## config.mk

```make
export PLATFORM = sky130hd
export DESIGN_NAME = reload_timer
export DESIGN_NICKNAME = d
export VERILOG_FILES = /design/src/rtl/rtmr_pkg.sv /design/src/rtl/rtmr_prescale.sv /design/src/rtl/rtmr_sense.sv /design/src/rtl/rtmr_count.sv /design/src/rtl/rtmr_pfd_out.sv /design/src/rtl/reload_timer.sv
export SDC_FILE = /design/constraint.sdc
export NUM_CORES = 1
export LEC_CHECK = 0
export BUFFER_PORTS_ARGS = -buffer_cell sky130_fd_sc_hd__buf_2
export CAP_MARGIN = 5
export CORE_UTILIZATION = 35
export CTS_BUF_LIST = sky130_fd_sc_hd__clkbuf_4
export DETAILED_ROUTE_END_ITERATION = 7
export GPL_ROUTABILITY_DRIVEN = 0
export PLACE_DENSITY = 0.59
export SLEW_MARGIN = 20
export SYNTH_ARGS = -nofsm -noshare
export SYNTH_HDL_FRONTEND = slang
export SYNTH_SLANG_ARGS = --single-unit
```

## constraint.sdc

```tcl
create_clock -name clk -period 2.2 [get_ports clk]
set_input_delay 0.44 -clock clk [delete_from_list [all_inputs] [get_ports clk]]
set_output_delay 0.44 -clock clk [all_outputs]
set_load 0.02 [all_outputs]
```

## src/rtl/rtmr_pkg.sv

```systemverilog
package rtmr_pkg;
  localparam int DATA_W = 8;
  localparam int PSC_W  = 3;
  localparam int PS_W   = (1 << PSC_W) - 1;

  typedef enum logic [1:0] {
    MODE_OFF   = 2'd0,
    MODE_TIMER = 2'd1,
    MODE_EVENT = 2'd2,
    MODE_PULSE = 2'd3
  } rtmr_mode_e;

  localparam logic [1:0] ADDR_LOAD = 2'd0;
  localparam logic [1:0] ADDR_CTRL = 2'd1;
  localparam logic [1:0] ADDR_PORT = 2'd2;
  localparam logic [1:0] ADDR_FLAG = 2'd3;

  typedef struct packed {
    logic             irq_en;
    logic             pfd_en;
    logic             sel;
    rtmr_mode_e       mode;
    logic [PSC_W-1:0] psc;
  } rtmr_ctrl_t;

  // low N bits set: prescaler ticks when these are all ones
  function automatic logic [PS_W-1:0] psc_mask(input logic [PSC_W-1:0] n);
    logic [PS_W:0] one;
    one = (PS_W+1)'(1) << n;
    return PS_W'(one - (PS_W+1)'(1));
  endfunction

  // value on the shared pin
  function automatic logic pin_value(input logic en, input logic dir,
                                     input logic dat, input logic flop);
    if (!dir)     return 1'b0;
    else if (en)  return flop & dat;
    else          return dat;
  endfunction
endpackage

```

## src/rtl/rtmr_prescale.sv

```systemverilog
module rtmr_prescale
  import rtmr_pkg::*;
(
  input  logic             clk,
  input  logic             rst_n,
  input  logic             run,
  input  logic [PSC_W-1:0] sel,
  output logic             tick
);
  logic [PS_W-1:0] ps;
  logic [PS_W-1:0] mask;

  assign mask = psc_mask(sel);
  assign tick = run && ((ps & mask) == mask);

  always_ff @(posedge clk or negedge rst_n) begin
    if (!rst_n)    ps <= '0;
    else if (!run) ps <= '0;
    else           ps <= ps + 1'b1;
  end
endmodule

```

## src/rtl/rtmr_sense.sv

```systemverilog
module rtmr_sense #(
  parameter int STAGES = 2
) (
  input  logic clk,
  input  logic rst_n,
  input  logic pin,
  input  logic sel,
  output logic active,
  output logic edge_hit
);
  logic [STAGES:0] sh;
  logic level, prev;

  always_ff @(posedge clk or negedge rst_n) begin
    if (!rst_n) sh <= '0;
    else        sh <= {sh[STAGES-1:0], pin};
  end

  assign level    = sh[STAGES-1];
  assign prev     = sh[STAGES];
  assign active   = level ^ sel;
  assign edge_hit = sel ? (prev & ~level) : (level & ~prev);
endmodule

```

## src/rtl/rtmr_count.sv

```systemverilog
module rtmr_count
  import rtmr_pkg::*;
#(
  parameter int WIDTH = 8
) (
  input  logic             clk,
  input  logic             rst_n,
  input  rtmr_mode_e       mode,
  input  logic             psc_tick,
  input  logic             ext_edge,
  input  logic             ext_active,
  input  logic             hold,
  input  logic [WIDTH-1:0] preload,
  output logic [WIDTH-1:0] cnt,
  output logic             step,
  output logic             ovf
);
  logic inc;

  always_comb begin
    unique case (mode)
      MODE_TIMER: step = psc_tick;
      MODE_EVENT: step = ext_edge;
      MODE_PULSE: step = psc_tick & ext_active;
      default:    step = 1'b0;
    endcase
  end

  assign inc = step & ~hold;
  assign ovf = inc & (&cnt);

  always_ff @(posedge clk or negedge rst_n) begin
    if (!rst_n)                cnt <= '0;
    else if (mode == MODE_OFF) cnt <= preload;
    else if (ovf)              cnt <= preload;
    else if (inc)              cnt <= cnt + 1'b1;
  end
endmodule

```

## src/rtl/rtmr_pfd_out.sv

```systemverilog
module rtmr_pfd_out
  import rtmr_pkg::*;
(
  input  logic clk,
  input  logic rst_n,
  input  logic ovf,
  input  logic en,
  input  logic dir,
  input  logic dat,
  output logic flop,
  output logic pin,
  output logic oe
);
  always_ff @(posedge clk or negedge rst_n) begin
    if (!rst_n)   flop <= 1'b0;
    else if (ovf) flop <= ~flop;
  end

  assign pin = pin_value(en, dir, dat, flop);
  assign oe  = dir;
endmodule

```

## src/rtl/reload_timer.sv

```systemverilog
module reload_timer
  import rtmr_pkg::*;
#(
  parameter int WIDTH       = 8,
  parameter int SYNC_STAGES = 2
) (
  input  logic              clk,
  input  logic              rst_n,
  input  logic              wr_en,
  input  logic              rd_en,
  input  logic [1:0]        addr,
  input  logic [DATA_W-1:0] wdata,
  output logic [DATA_W-1:0] rdata,
  input  logic              ext_in,
  output logic              irq,
  output logic              pfd_pin,
  output logic              pfd_oe
);
  rtmr_ctrl_t       ctrl_q;
  logic [WIDTH-1:0] preload_q;
  logic [WIDTH-1:0] cnt;
  logic             dir_q, dat_q, flag_q;
  logic             psc_tick, ext_edge, ext_active;
  logic             step, ovf, hold, wr_load, rd_load, wr_flag, pfd_flop;
  logic             psc_run;

  assign wr_load = wr_en && (addr == ADDR_LOAD);
  assign rd_load = rd_en && (addr == ADDR_LOAD);
  assign wr_flag = wr_en && (addr == ADDR_FLAG);
  assign hold    = wr_load | rd_load;
  assign psc_run = (ctrl_q.mode == MODE_TIMER) || (ctrl_q.mode == MODE_PULSE);

  always_ff @(posedge clk or negedge rst_n) begin
    if (!rst_n) begin
      preload_q <= '0;
      ctrl_q    <= '0;
      dir_q     <= 1'b0;
      dat_q     <= 1'b0;
    end else if (wr_en) begin
      unique case (addr)
        ADDR_LOAD: preload_q <= wdata[WIDTH-1:0];
        ADDR_CTRL: ctrl_q    <= rtmr_ctrl_t'(wdata);
        ADDR_PORT: {dat_q, dir_q} <= wdata[1:0];
        default: ;
      endcase
    end
  end

  always_ff @(posedge clk or negedge rst_n) begin
    if (!rst_n)                   flag_q <= 1'b0;
    else if (ovf && ctrl_q.irq_en) flag_q <= 1'b1;
    else if (wr_flag)             flag_q <= 1'b0;
  end

  assign irq = flag_q;

  always_comb begin
    rdata = '0;
    if (rd_en) begin
      unique case (addr)
        ADDR_LOAD: rdata = DATA_W'(cnt);
        ADDR_CTRL: rdata = ctrl_q;
        ADDR_PORT: rdata = DATA_W'({dat_q, dir_q});
        default:   rdata = DATA_W'(flag_q);
      endcase
    end
  end

  rtmr_prescale u_psc (
    .clk(clk), .rst_n(rst_n), .run(psc_run), .sel(ctrl_q.psc), .tick(psc_tick)
  );

  rtmr_sense #(.STAGES(SYNC_STAGES)) u_sense (
    .clk(clk), .rst_n(rst_n), .pin(ext_in), .sel(ctrl_q.sel),
    .active(ext_active), .edge_hit(ext_edge)
  );

  rtmr_count #(.WIDTH(WIDTH)) u_cnt (
    .clk(clk), .rst_n(rst_n), .mode(ctrl_q.mode), .psc_tick(psc_tick),
    .ext_edge(ext_edge), .ext_active(ext_active), .hold(hold),
    .preload(preload_q), .cnt(cnt), .step(step), .ovf(ovf)
  );

  rtmr_pfd_out u_pfd (
    .clk(clk), .rst_n(rst_n), .ovf(ovf), .en(ctrl_q.pfd_en), .dir(dir_q),
    .dat(dat_q), .flop(pfd_flop), .pin(pfd_pin), .oe(pfd_oe)
  );
endmodule

```

After elaboration in Yosys (flattened, before gate mapping). Cells that the tools add are included.

Input port bits: 15. Register bits after elaboration: 38.

Equality and inequality tests: 7. Mux-type cells: 12. Shifts and indexed selects: 1. Bitwise gates (word level): 13. Reduce and logical (&&, ||, !) cells: 14. Add/subtract/negate cells: 3.

Operators by type and width (number): $mux W8 (4); $pmux W8 S3 (1); $add A8 B1 Y8 const B (1); $eq A2 B2 Y1 const B (4); $reduce_and A8 Y1 (1); $add A7 B1 Y7 const B (1); $and A7 B7 Y7 (1); $eq A7 B7 Y1 (1); $mux W7 (1); $shl A1 B3 Y7 const A (1); $sub A7 B1 Y7 const B (1); $and A1 B1 Y1 (6); $reduce_and A2 Y1 (3); $logic_and A1 B1 Y1 (5); $mux W1 (5); $eq A2 B1 Y1 const B (2); $logic_not A2 Y1 (2); $not A1 Y1 (4); $pmux W1 S3 (1); $reduce_bool A3 Y1 (1); $reduce_bool A2 Y1 (1); $logic_or A1 B1 Y1 (1); $or A1 B1 Y1 (1); $xor A1 B1 Y1 (1).

Depth between registers and ports, before layout.
Depth after elaboration: 11. Gate-level depth with buffers: 8. Gate-level depth less buffers: 7.

Modules after synthesis. Synthesis repeated with hierarchy kept, for this count alone.

Cell total of the unflattened synthesis: 186. Area total of the unflattened synthesis: 2047.0 µm².

By module, submodules not included: reload_timer (instances 1, area each 912.1 µm², cells each 67); rtmr_count (instances 1, area each 614.3 µm², cells each 69); rtmr_prescale (instances 1, area each 360.3 µm², cells each 37); rtmr_sense (instances 1, area each 106.4 µm², cells each 7); rtmr_pfd_out (instances 1, area each 53.8 µm², cells each 6).

Least setup slack after synthesis. OpenSTA, ideal clock, no wires.

Path kind: input-to-output. Start: input port addr[0]. End: output port rdata[0]. Cell stages on the path: 4. Setup slack: 0.281 ns. Data arrival time: 1.479 ns. Cells stage by stage: buf_6 > clkbuf_1 > mux4_2 > and2_1.

Longest elaborated chain between the ends: 3. Elaborated cells between the ends (all ways): 5. Those cells by class: eq/ne: 2; mux: 2; reduce/logical: 1.

RTL lines: from (decl) (RTL line reload_timer.sv:11) `input logic [1:0] addr,`; $eq A2 B2 Y1 (tied with other cells) (RTL line reload_timer.sv:60) `unique case (addr)`; $pmux W8 S3 * (RTL line reload_timer.sv:60); $mux W8 * (RTL line reload_timer.sv:59) `if (rd_en) begin`; to (decl) (RTL line reload_timer.sv:13) `output logic [DATA_W-1:0] rdata,`.

Every way passes the cells marked *; elsewhere a longest branch is shown, timed or not.

Worst setup path in the final report.
Start: register u_cnt.cnt[0]. End: output port rdata[0].

Longest elaborated chain between the ends: 2.

RTL lines: from (decl) (RTL line rtmr_count.sv:14) `output logic [WIDTH-1:0] cnt,`; from (signal assigned) (RTL line rtmr_count.sv:34) `else if (mode == MODE_OFF) cnt <= preload;`; from (signal assigned) (RTL line rtmr_count.sv:35) `else if (ovf) cnt <= preload;`; from (signal assigned) (RTL line rtmr_count.sv:36) `else if (inc) cnt <= cnt + 1'b1;`; $pmux W8 S3 (RTL line reload_timer.sv:60); $mux W8 (RTL line reload_timer.sv:59).

No other way between the ends.

==> results_dict.tcl <==
set metrics [dict create \
    status "finished, violations left" \
    failing_checks "hold timing" \
    wl_per_cell_um 15.21 \
    crit_slowest_cell "mux4_2" \
    number_of_detailed_route_iterations_in_the_first_pass 4 \
    clk-insertion-delay-late_ns 0.35 \
    cts.sink_count 38 \
    die_width_um 77.94 \
    power.internal_mw 1.555 \
    core_um2 5540 \
    grt_overflow 0 \
    reg2reg_from "u_cnt.cnt[1]$_DFFE_PN0P_" \
    place_hpwl_mm 3.291 \
    syn_area_um2 2018 \
    dpl.cell_count 281 \
    clock_skew_ns 0.004524 \
    edff_count_synth 0 \
    holdBufCountCts 0 \
    yosys_register_bits 38 \
    first_iter_violations 60 \
    worst_path_arrival_ns 1.65 \
    reg2reg_slack_ns 0.21 \
    worst_ep_required_ns 1.76 \
    power_switching_mw 0.7678 \
    critPathMaxFanout 4 \
    grt_first_pass_wirelength_mm 7.665 \
    number_of_antenna_violating_nets_in_the_routed_design 0 \
    num_vias 1491 \
    finalSetupViolCount 0 \
    cap_viol_max_count 0 \
    post_route_cell_area_um2 2375 \
    end_kind "primary output" \
    area_growth_syn_to_fin_pct 17.67 \
    p_seq_share_pct 43.4 \
    timing.setup.critical_path_class "flip-flop to primary output" \
    grt_pass1_vias 1503 \
    hold-worst-slack_ns -0.0006403 \
    max_clock_freq_ghz 0.4782 \
    static-leakage-power_nw 1.089 \
    viasPerCell 5.141 \
    synth_seq_area_share_pct 47.12 \
    postLayoutSetupSlackWorst_ns 0.1087 \
    utilization_pct 42.86 \
    yosys.cell_types.count 46 \
    grt_setup_unrepaired "no" \
    post_route_cells_drive_above_1_share_pct 32.57 \
    rr_worst_depth 9 \
    totalPowerFinal_mw 2.323 \
    power.density_cell_area_nw_per_um2 978.1 \
    placementRows 27 \
    grt_antenna_before_repair 0 \
    port_buffers 25 \
    stdcell_count 290 \
    slew_headroom_pct 64.38 \
    layout.cells.most_common_list "dfrtp_1 (38), buf_2 (25), mux2_2 (17), nor2_1 (14), mux2i_1 (12)" \
    setup_tns_ns 0 \
    period_share_pct 95.06 \
    synth-async-reset-ratio_pct 100.0 \
    layout.nets 234 \
    chipHeight_um 77.94 \
    power.combinational.fraction_pct 31.1 \
    cp_cell_sequence "buf_4 > mux4_2 > and2_1 > buf_2" \
    postPlaceCellArea_um2 2260 \
    groute.usage.overall_pct 16.26 \
    final.min_clock_period_ns 2.091 \
    most_common_library_cell_in_the_layout_ignoring_fill_and_taps "dfrtp_1" \
    tightest_pin_transition_ns 0.5327 \
    grt_start_max_net_pins 17 \
    synth_fp_nets 197 \
    starting_density_of_the_core_pct 36.43 \
    clock_power_share_pct 25.5 \
    hold_class "primary input to asynchronous set/reset pin" \
    num_io_pins 26 \
    critical-path-top-delay-family "multiplexers" \
    cp-start-kind "flip-flop" \
    timing.rr.end "u_cnt.cnt[5]$_DFFE_PN0P_" \
    insertedDiodeCount 0 \
    tritoncts "done" \
    clk_transition_reported_paths_ns 0.12 \
    tritoncts_buffers 5 \
    switching_share_pct 33.06 \
    placement.setup.worst_slack_ns 0.1365 \
    cts-root-buf "clkbuf_4" \
    syn_inst 180 \
    hold_viol_final 1 \
    slew_violations 0 \
    cts_max_path_buffers 2 \
    timing.critical_path.slowest_cell_delay_ns 0.43 \
    ys.flop_type "dfrtp_1" \
    synth_warnings 0 \
    vdd_drop_max_mv 0.3370 \
    syn-mean-instance-area_um2 11.21 \
    cts_htree_levels 2 \
    fp.dieArea_um2 6074 \
    drc 0 \
    worstPathBufferInverterCount 2 \
    route.final.wire_length_mm 4.410 \
]
==> cell usage after synthesis (3+ instances only) <==
master | n | area (um2)
dfrtp_1 | 38 | 950.9
mux2_2 | 17 | 191.4
nor2_1 | 14 | 52.55
mux2i_1 | 12 | 120.1
nand2_1 | 10 | 37.54
inv_1 | 9 | 33.78
and2_1 | 8 | 50.05
nand3_1 | 6 | 30.03
o21ai_1 | 6 | 30.03
a22oi_1 | 5 | 37.54
o21ai_0 | 4 | 20.02
buf_6 | 3 | 33.78
nand2b_1 | 3 | 18.77
nand3b_1 | 3 | 22.52
nor2b_1 | 3 | 18.77
xnor2_1 | 3 | 26.28
==> how the worst max path moves through the flow <==
stage | startpoint | to | slack [ns] | cells past startpoint
final | u_cnt.cnt[0]$_DFFE_PN0P_ | rdata[0] | 0.11 | 4
after global routing | u_cnt.cnt[0]$_DFFE_PN0P_ | rdata[0] | 0.03 | 4
after CTS | u_cnt.cnt[0]$_DFFE_PN0P_ | rdata[0] | 0.1 | 4
after detailed placement | u_cnt.cnt[1]$_DFFE_PN0P_ | u_cnt.cnt[7]$_DFFE_PN0P_ | 0.14 | 8
after global placement | u_cnt.cnt[1]$_DFFE_PN0P_ | u_cnt.cnt[5]$_DFFE_PN0P_ | 0.17 | 8
after floorplan | addr[0] | rdata[0] | 0.28 | 4
==> final cells by class <==
cell class / instances / area, um2
repair buffers: 36 / 207.7
inverters: 9 / 33.78
well taps: 72 / 90.09
flip-flops and latches: 38 / 950.9
clock buffers: 5 / 37.54
fillers: 552 / 3166
clock inverters: 3 / 63.81
multi-input cells: 127 / 991.0
==> worst reg2reg max path: stages, from the launching register on <==
cell     delay [ns]
dfrtp_1        0.41
ha_1           0.19
nand2_1        0.12
nor3_4         0.24
buf_4          0.15
a41oi_2        0.14
o31ai_4        0.11
buf_4          0.22
mux2i_1        0.19
a22oi_1        0.10
==> power by group through the flow <==
stage	sequential, mW	clock, mW	combinational (mW)
6_report	1.01	0.591	0.722
4_1_cts	1.01	0.601	0.709
3_5_place_dp	1.02	0	0.703
2_1_floorplan	0.981	0	0.525
3_3_place_gp	1.02	0	0.698
5_1_grt	1.04	0.633	0.818
==> logic make-up after synthesis <==
kind of cell    Yosys count  synth area share, %
xor+xnor                  5                2.170
flops                    38                47.12
buf+inv                  15                4.092
compound gates           32                12.65
mux                      31                17.11
simple gates             57                15.62
fa+ha+maj                 2                1.240
==> flip-flops by register name, indices dropped and copies added (netlist names) <==
| signal | count |
|---|---|
| ctrl_q | 8 |
| irq | 1 |
| u_psc.ps | 7 |
| u_cnt.cnt | 8 |
| dat_q | 1 |
| u_pfd.flop | 1 |
| preload_q | 8 |
| dir_q | 1 |
| u_sense.sh | 3 |
==> per-layer routing <==
metal  vias to the layer above  routed length (um)  track usage [%]
li1                        719                   -                -
met1                       732                2312            24.31
met2                        35                1876            23.81
met3                         5                 173            3.059
met4                         0                  48            4.444
met5                         -                   0                0
==> timing repair <==
action                                  4_1_cts  5_1_grt
endpoints found under the setup margin        0        5
gates resized for setup                       0        1
buffers inserted                              0        1
Power figures use the tool's default switching activity.
